`config.mk`:
```
export PLATFORM = sky130hd
export DESIGN_NAME = pwr_mode_ctrl
export DESIGN_NICKNAME = d
export VERILOG_FILES = /design/src/rtl/pmt_pkg.sv /design/src/rtl/pmt_decode.sv /design/src/rtl/pmt_tick_div.sv /design/src/rtl/pmt_delay_cnt.sv /design/src/rtl/pwr_mode_ctrl.sv
export SDC_FILE = /design/constraint.sdc
export NUM_CORES = 1
export LEC_CHECK = 0
export CAP_MARGIN = 10
export CORE_ASPECT_RATIO = 1.2
export CORE_MARGIN = 2
export CORE_UTILIZATION = 30
export DETAILED_ROUTE_END_ITERATION = 10
export PLACE_DENSITY_LB_ADDON = 0.1
export SLEW_MARGIN = 25
export SYNTH_ARGS = -nofsm -noshare
export SYNTH_HDL_FRONTEND = slang
export SYNTH_HIERARCHICAL = 1
export SYNTH_SLANG_ARGS = --single-unit
```
`constraint.sdc`:
```
create_clock -name clk -period 3.6 [get_ports clk]
set_clock_uncertainty 0.1 [all_clocks]
set_input_delay 0.54 -clock clk [delete_from_list [all_inputs] [get_ports clk]]
set_output_delay 0.54 -clock clk [all_outputs]
set_load 0.02 [all_outputs]
```
`src/rtl/pmt_pkg.sv`:
```
package pmt_pkg;
  typedef enum logic [2:0] {
    MODE_HIGH  = 3'd0,
    MODE_MED   = 3'd1,
    MODE_SLEEP = 3'd2,
    MODE_WATCH = 3'd3,
    MODE_SUB   = 3'd4
  } pmt_mode_e;

  function automatic logic is_intermediate(input pmt_mode_e m);
    return (m == MODE_SLEEP) || (m == MODE_WATCH);
  endfunction
endpackage

```
`src/rtl/pmt_decode.sv`:
```
module pmt_decode
  import pmt_pkg::*;
(
  input  pmt_mode_e cur_mode,
  input  logic      stby_sel,
  input  logic      lspd_on,
  input  logic      mspd_on,
  input  logic      direct_on,
  input  logic      tmr_sel,
  output pmt_mode_e enter_mode,
  output pmt_mode_e target_mode,
  output logic      is_direct
);
  logic in_med, dir_hi, dir_sub;

  always_comb begin
    in_med  = (cur_mode == MODE_MED);
    // direct path to high-speed through sleep
    dir_hi  = in_med && direct_on && !stby_sel && !lspd_on && !mspd_on;
    // direct path to subactive through watch
    dir_sub = in_med && direct_on && stby_sel && lspd_on && tmr_sel;
    is_direct = dir_hi || dir_sub;

    if (dir_hi)        enter_mode = MODE_SLEEP;
    else if (dir_sub)  enter_mode = MODE_WATCH;
    else if (stby_sel) enter_mode = MODE_WATCH;
    else               enter_mode = MODE_SLEEP;

    if (dir_hi)        target_mode = MODE_HIGH;
    else if (dir_sub)  target_mode = MODE_SUB;
    else if (lspd_on)  target_mode = MODE_SUB;
    else if (mspd_on)  target_mode = MODE_MED;
    else               target_mode = MODE_HIGH;
  end
endmodule

```
`src/rtl/pmt_tick_div.sv`:
```
module pmt_tick_div #(
  parameter int SEL_W = 2
) (
  input  logic             clk,
  input  logic             rst_n,
  input  logic             clear,
  input  logic             tick_in,
  input  logic [SEL_W-1:0] div_sel,
  output logic             tick_out
);
  localparam int PW = ((1 << SEL_W) - 1) > 0 ? ((1 << SEL_W) - 1) : 1;

  logic [PW-1:0] pcnt, last;

  always_comb begin
    last     = PW'((32'd1 << div_sel) - 32'd1);
    tick_out = tick_in && (pcnt == last);
  end

  always_ff @(posedge clk or negedge rst_n) begin
    if (!rst_n)        pcnt <= '0;
    else if (clear)    pcnt <= '0;
    else if (tick_out) pcnt <= '0;
    else if (tick_in)  pcnt <= pcnt + 1'b1;
  end
endmodule

```
`src/rtl/pmt_delay_cnt.sv`:
```
module pmt_delay_cnt #(
  parameter int PRE_TICKS  = 3,
  parameter int POST_TICKS = 14
) (
  input  logic clk,
  input  logic rst_n,
  input  logic start,
  input  logic tick,
  output logic pre_phase,
  output logic phase_switch,
  output logic finish
);
  localparam int TOTAL = PRE_TICKS + POST_TICKS;
  localparam int CW    = $clog2(TOTAL + 1);

  logic [CW-1:0] cnt;
  logic          run;

  always_comb begin
    pre_phase    = (cnt < CW'(PRE_TICKS));
    phase_switch = run && tick && (cnt == CW'(PRE_TICKS - 1));
    finish       = run && tick && (cnt == CW'(TOTAL - 1));
  end

  always_ff @(posedge clk or negedge rst_n) begin
    if (!rst_n) begin
      cnt <= '0;
      run <= 1'b0;
    end else if (start) begin
      cnt <= '0;
      run <= 1'b1;
    end else if (finish) begin
      cnt <= '0;
      run <= 1'b0;
    end else if (run && tick) begin
      cnt <= cnt + 1'b1;
    end
  end
endmodule

```
`src/rtl/pwr_mode_ctrl.sv`:
```
module pwr_mode_ctrl
  import pmt_pkg::*;
#(
  parameter int DIV_SEL_W  = 2,
  parameter int PRE_TICKS  = 3,
  parameter int POST_TICKS = 14
) (
  input  logic                 clk,
  input  logic                 rst_n,
  input  logic                 sleep_exec,
  input  logic                 stby_sel,
  input  logic                 lspd_on,
  input  logic                 mspd_on,
  input  logic                 direct_on,
  input  logic                 tmr_sel,
  input  logic                 osc_tick,
  input  logic                 watch_tick,
  input  logic [DIV_SEL_W-1:0] med_div_sel,
  input  logic [DIV_SEL_W-1:0] sub_div_sel,
  input  logic                 wake_irq,
  output logic [2:0]           mode,
  output logic                 transition_done
);
  pmt_mode_e mode_q, tgt_q, enter_m, target_m;
  logic      direct_q, is_direct, done_q;
  logic      in_inter, start, pre_phase, phase_switch, finish;
  logic      div_clear, div_in, div_out, post_hi;
  logic [DIV_SEL_W-1:0] div_sel;

  pmt_decode u_dec (
    .cur_mode   (mode_q),
    .stby_sel   (stby_sel),
    .lspd_on    (lspd_on),
    .mspd_on    (mspd_on),
    .direct_on  (direct_on),
    .tmr_sel    (tmr_sel),
    .enter_mode (enter_m),
    .target_mode(target_m),
    .is_direct  (is_direct)
  );

  always_comb begin
    in_inter  = is_intermediate(mode_q);
    start     = sleep_exec && !in_inter && is_direct;
    post_hi   = (tgt_q == MODE_HIGH);
    div_clear = start || phase_switch;
    // pre-transition clock first, then the clock of the target mode
    if (pre_phase) begin
      div_in  = osc_tick;
      div_sel = med_div_sel;
    end else if (post_hi) begin
      div_in  = osc_tick;
      div_sel = '0;
    end else begin
      div_in  = watch_tick;
      div_sel = sub_div_sel;
    end
  end

  pmt_tick_div #(.SEL_W(DIV_SEL_W)) u_div (
    .clk     (clk),
    .rst_n   (rst_n),
    .clear   (div_clear),
    .tick_in (div_in),
    .div_sel (div_sel),
    .tick_out(div_out)
  );

  pmt_delay_cnt #(.PRE_TICKS(PRE_TICKS), .POST_TICKS(POST_TICKS)) u_cnt (
    .clk         (clk),
    .rst_n       (rst_n),
    .start       (start),
    .tick        (div_out),
    .pre_phase   (pre_phase),
    .phase_switch(phase_switch),
    .finish      (finish)
  );

  always_ff @(posedge clk or negedge rst_n) begin
    if (!rst_n) begin
      mode_q   <= MODE_HIGH;
      tgt_q    <= MODE_HIGH;
      direct_q <= 1'b0;
      done_q   <= 1'b0;
    end else begin
      done_q <= 1'b0;
      if (!in_inter) begin
        // bits sampled only here
        if (sleep_exec) begin
          mode_q   <= enter_m;
          tgt_q    <= target_m;
          direct_q <= is_direct;
        end
      end else if (direct_q) begin
        // wake_irq and sleep_exec ignored while timing
        if (finish) begin
          mode_q   <= tgt_q;
          direct_q <= 1'b0;
          done_q   <= 1'b1;
        end
      end else if (wake_irq) begin
        mode_q <= tgt_q;
      end
    end
  end

  assign mode            = mode_q;
  assign transition_done = done_q;
endmodule

```
==> impl_metrics.toml, run 1 <==
[timing]
fin_setup_tns_ps = 0
fin_crit_ps = 3227
final-max-slew-violation-count = 0
finalSetupViolations = 0
worst_hold_slack_ps = 449.0
fin_crit_sh_pct = 89.64
fin_ws_ps = 373.1
relSlewSlack_pct = 47.56
fmax_mhz = 309.9
tightest_slew_ps = 784.1
hold_viol = 0
rsz0062_at_grt = "no"

[global_routing]
track_usage_pct = 12.86
antenna_found_initial = 0
grt_pass1_vias = 902
grt_pass1_wl_mm = 4.146
grt_remaining_overflow = 0
grt_max_degree = 18

[critical_path]
end_kind = "flop"
start_kind = "flop"
critPathMaxFanout = 6
worstSetupPathType = "flop to flop"
cp.arrival_ps = 3320
worst_ep_required_time_ps = 3700

[yosys]
async_flop_share_pct = 100.0
avgSynthCellArea_sq_um = 9.773
synth-compound-area-share_pct = 15.34
synth_top_family_by_area = "simple AND/OR/NAND/NOR gates"
netlist_area_sq_um = 1085
synthDistinctLibCells = 46
seq_area_frac_synth_pct = 39.22
netlist_top_cells_area = "dfrtp_1, ha_1, nand2_1, mux2_1, nand2b_1"
synth_simple_gate_area_share_pct = 27.80
muxShareOfSynthArea_pct = 6.920
synth_fa_ha_area_share_pct = 4.614
synth_xor_area_share_pct = 1.615
syn_inst = 111
synth_top_flop_cell = "dfrtp_1"
yosysWarnings = 6
synth_top_area_share_pct = 39.22
ys_seq_elements = 17
synth_edf_count = 0
synth_top_cell_by_area = "dfrtp_1"

[die]
initial_utilization_pct = 31.95
core_sq_um = 3396
fp.dieW_um = 58.90
boundaryPins = 19
row_count = 23
die_h_um = 69.87
die_area_sq_um = 4115

[run_status]
status = "complete, but fails checks"
violations = "design-rule violations"

[clock_network]
cts_tree = "done"
numCtsBuffers = 3
htreeDepth = 1
clk_latency_ps = 260
clk_pin_slew_ps = 70
postCtsSetupBuffers = 0
clkSinkCount = 17
clock_path_buffers = 2
cts_root_buf = "clkbuf_8"

[power_and_ir_drop]
ir_drop_mv = 0.2216
p_per_area_nw_per_um2 = 657.7
leakagePower_nw = 0.5561
finalPower_mw = 0.8855

[detailed_routing]
avgViaCountPerCell = 5.179
drt-total-wl_mm = 2.347
first_iter_violations = 41
postRouteAntennaNets = 0
drcViolationCount = 3
first_pass_iters = 7
wire_per_inst_um = 13.97
routed-via-count = 870

[placed_design]
placedCellCount = 164
dpl.hpwl_mm = 1.792
routabilityCongestion = 0.8184
place_ws_ps = 303.7
io_buffer_count = 18
post_dp_cell_area_sq_um = 1300

[final_layout]
design_area_sq_um = 1346
final_cells = 168
fin_util_pct = 39.65
syn_to_final_growth_pct = 24.11
nets = 151
antenna_cells = 0
layout-drive-gt1-share_pct = 11.45

[job]
cap_violations = 0

[min_path]
hp-class = "flop to flop"
[worst max-delay path: stages (launching register included)]
cell	delay, ps
dfrtp_1	460
a2111oi_1	420
buf_4	210
o21ai_1	110
or4_1	560
o22ai_2	200
o21a_1	250
nand2_1	150
nor4_4	170
mux2_4	220
mux2_4	140
o221a_1	180
[metal layers]
layer  track usage (%)  up-vias  share of wire, %
met5                 0        -                 0
li1                  -      437                 -
met4             4.545        0              0.89
met1             18.13      400                47
met2             19.38       31                45
met3             2.407        2               7.0
[cell families after synthesis]
kind of cell / after synthesis
simple gates: 49
compound gates: 23
flops: 17
buf+inv: 8
mux: 6
fa+ha+maj: 4
other cells: 2
xor+xnor: 2
[flip-flops by register name (all words and copies together), names as in the netlist]
signal           flops
u_cnt/cnt            5
mode                 3
tgt_q                3
u_div/pcnt           3
direct_q             1
transition_done      1
u_cnt/run            1
[final timing paths]
path	startpoint	end	slack (ps)	depth (start not counted)
worst max-delay path	u_cnt/cnt[3]$_DFFE_PN0P_	mode[0]$_DFFE_PN0P_	370	11
worst min-delay path	tgt_q[2]$_DFFE_PN0P_	tgt_q[2]$_DFFE_PN0P_	450	1
worst max register to register	u_cnt/cnt[3]$_DFFE_PN0P_	mode[0]$_DFFE_PN0P_	370	11
worst min register to register	tgt_q[2]$_DFFE_PN0P_	tgt_q[2]$_DFFE_PN0P_	450	1
max in group asynchronous	rst_n	u_cnt/cnt[2]$_DFFE_PN0P_	2270	1
min in group asynchronous	rst_n	u_div/pcnt[1]$_DFFE_PN0P_	640	1
[cells in the final DEF (no fill, tap or decap), types with 2 or more instances in the layout]
| cell type | netlist | layout |
|---|---|---|
| a21oi_1 | 4 | 4 |
| buf_4 | 3 | 2 |
| clkbuf_8 | 0 | 3 |
| clkdlybuf4s50_1 | 0 | 18 |
| conb_1 | 2 | 3 |
| dfrtp_1 | 17 | 17 |
| ha_1 | 4 | 4 |
| inv_1 | 3 | 3 |
| mux2_1 | 4 | 4 |
| mux2_4 | 2 | 2 |
| nand2_1 | 13 | 13 |
| nand2b_1 | 5 | 5 |
| nand3_1 | 6 | 6 |
| nand3b_1 | 4 | 4 |
| nor3_1 | 2 | 2 |
| o21ai_0 | 4 | 4 |
| o21ai_1 | 2 | 2 |
| or3_1 | 5 | 5 |
[cell usage after synthesis, types with 2 or more instances]
library cell,instances
nand3b_1,4
clkbuf_1,2
mux2_4,2
buf_4,3
conb_1,2
ha_1,4
nand2_1,13
o21ai_0,4
inv_1,3
or3_1,5
a21oi_1,4
nand3_1,6
nand2b_1,5
dfrtp_1,17
o21ai_1,2
mux2_1,4
nor3_1,2
[repair_timing]
action / CTS / global route
endpoints found under the setup margin: 0 / 2
gates resized for setup: 0 / 1
hold buffers: 0 / 0
[layout make-up]
cell class / instances / area [sq um]
inverters: 3 / 11.26
well taps: 37 / 46.29
repair buffers: 20 / 195.2
flip-flops and latches: 17 / 425.4
multi-input cells: 87 / 623.1
fillers: 359 / 2049
clock buffers: 4 / 45.04
[power breakdown]
part / leakage [nW] / internal [mW] / switching, mW
Clock: 0.0228 / 0.0787 / 0.0697
Combinational: 0.326 / 0.201 / 0.192
Sequential: 0.207 / 0.259 / 0.0858
Total: 0.556 / 0.538 / 0.348
Note: power is estimated with default switching activity, not from simulation.
==> inputs of run 2 (changes only) <==
--- a/config.mk
+++ b/config.mk
@@ -5,8 +5,8 @@
 export SDC_FILE = /design/constraint.sdc
 export NUM_CORES = 1
 export LEC_CHECK = 0
+export ABC_CLOCK_PERIOD_IN_PS = 3600
 export CAP_MARGIN = 10
-export CORE_ASPECT_RATIO = 1.2
 export CORE_MARGIN = 2
 export CORE_UTILIZATION = 30
 export DETAILED_ROUTE_END_ITERATION = 10
==> impl_metrics.toml, run 2 (synthesis gave the netlist of run 1 again) <==
[timing]
hold_viol = 0
relSlewSlack_pct = 46.54
finalSetupViolations = 0
tightest_slew_ps = 799.4
fin_crit_sh_pct = 89.21
rsz0062_at_grt = "no"
fin_crit_ps = 3212
fmax_mhz = 311.4
fin_setup_tns_ps = 0
final-max-slew-violation-count = 0

[clock_network]
postCtsSetupBuffers = 0
clock_path_buffers = 2
clk_pin_slew_ps = 90
cts_hold_buf = 0
cts_root_buf = "clkbuf_4"
clk_latency_ps = 300
cts_tree = "done"
numCtsBuffers = 3
htreeDepth = 1
cts_resized = 0
clkSinkCount = 17

[global_routing]
antenna_found_initial = 0
grt_pass1_vias = 784
grt_max_degree = 18
grt_pass1_wl_mm = 3.588
grt_remaining_overflow = 0
track_usage_pct = 11.47

[final_layout]
syn_to_final_growth_pct = 23.30
design_area_sq_um = 1338
fillCellCount = 356
layout_commonest_cell = "clkdlybuf4s50_1"
largest_register_ffs = 5
regMostFlops = "u_cnt/cnt"
nets = 151
antenna_cells = 0
layout-drive-gt1-share_pct = 11.45
mostFrequentLayoutCells = "clkdlybuf4s50_1, dfrtp_1, nand2_1, nand3_1"
fin_util_pct = 39.16

[die]
row_count = 21
die_area_sq_um = 4113
fp.dieW_um = 64.13
die_h_um = 64.13
core_sq_um = 3416
boundaryPins = 19
initial_utilization_pct = 31.76

[placed_design]
post_dp_cell_area_sq_um = 1311
routabilityCongestion = 0.7337
dpl.hpwl_mm = 1.765
io_buffer_count = 18

[critical_path]
r2r_end = "direct_q$_DFFE_PN0P_"
end_kind = "flop"
cp.arrival_ps = 3290
start_kind = "flop"
worst_ep_required_time_ps = 3680
r2r-start = "u_cnt/cnt[3]$_DFFE_PN0P_"
rr_worst_depth = 11
worstSetupPathType = "flop to flop"
r2r_slack_ps = 390
critPathMaxFanout = 7

[power_and_ir_drop]
ir_drop_mv = 0.1793
leakagePower_nw = 0.5483
finalPower_mw = 0.8388
p_per_area_nw_per_um2 = 627.1

[min_path]
hp-class = "flop to flop"
worstHoldEndpoint = "direct_q$_DFFE_PN0P_"
hold_path_depth = 1
hold_path_startpoint = "direct_q$_DFFE_PN0P_"

[detailed_routing]
postRouteAntennaNets = 0
first_iter_violations = 39
drcViolationCount = 0
first_pass_iters = 4
wire_per_inst_um = 12.91
routed-via-count = 869
avgViaCountPerCell = 4.910
drt-total-wl_mm = 2.285

[job]
cap_violations = 0

[run_status]
status = "completed"
## run 2: routing by layer
metal  wire, um  GRT usage [%]  vias up
met5          0              0        -
met4         13          2.926        0
met3        119          4.754        2
met2       1019          18.10       17
met1       1133          14.51      413
li1           -              -      437
## run 2: how the worst max path moves through the flow
stage                             startpoint                   end  slack [ps]  cells after the start
floorplan           u_cnt/cnt[0]$_DFFE_PN0P_   mode[0]$_DFFE_PN0P_         140                     10
global placement    u_cnt/cnt[3]$_DFFE_PN0P_   mode[0]$_DFFE_PN0P_         420                     11
detailed placement  u_cnt/cnt[3]$_DFFE_PN0P_   mode[0]$_DFFE_PN0P_         400                     11
CTS                 u_cnt/cnt[3]$_DFFE_PN0P_  direct_q$_DFFE_PN0P_         400                     11
global route        u_cnt/cnt[3]$_DFFE_PN0P_  direct_q$_DFFE_PN0P_         210                     11
finish              u_cnt/cnt[3]$_DFFE_PN0P_  direct_q$_DFFE_PN0P_         390                     11
## run 2: area by class of cell
cell class / count / area [sq um] / area share (%)
Clock buffer: 4 / 26.28 / 1.964
Inverter: 3 / 11.26 / 0.8419
Multi-Input combinational cell: 87 / 621.8 / 46.49
Sequential cell: 17 / 425.4 / 31.81
Tap cell: 46 / 57.56 / 4.303
Timing Repair Buffer: 20 / 195.2 / 14.59
## run 2: metrics by stage
stage               hold WS [ps]  std cells  worst slack (ps)
floorplan                  144.4        112             139.2
global placement           422.2        173             423.2
detailed placement         420.7        173             399.2
CTS                        452.7        177             397.9
global route               468.1        177             205.6
finish                     459.8        177             388.4
## run 2: critical path, cell delays in order, from the launching register on
cell and delay [ps]:
dfrtp_1 470, a2111oi_0 420, buf_4 210, o21ai_1 110, or4_1 550, o22ai_2 200, o21a_1 250, nand2_1 160
nor4_4 180, buf_4 190, nand2_1 50, a31o_1 210
## run 2: power breakdown
part,internal [mW],switching (mW),total (mW)
logic,0.199,0.189,0.388
registers,0.258,0.0866,0.345
clock network,0.0432,0.0634,0.107
total,0.500,0.339,0.839
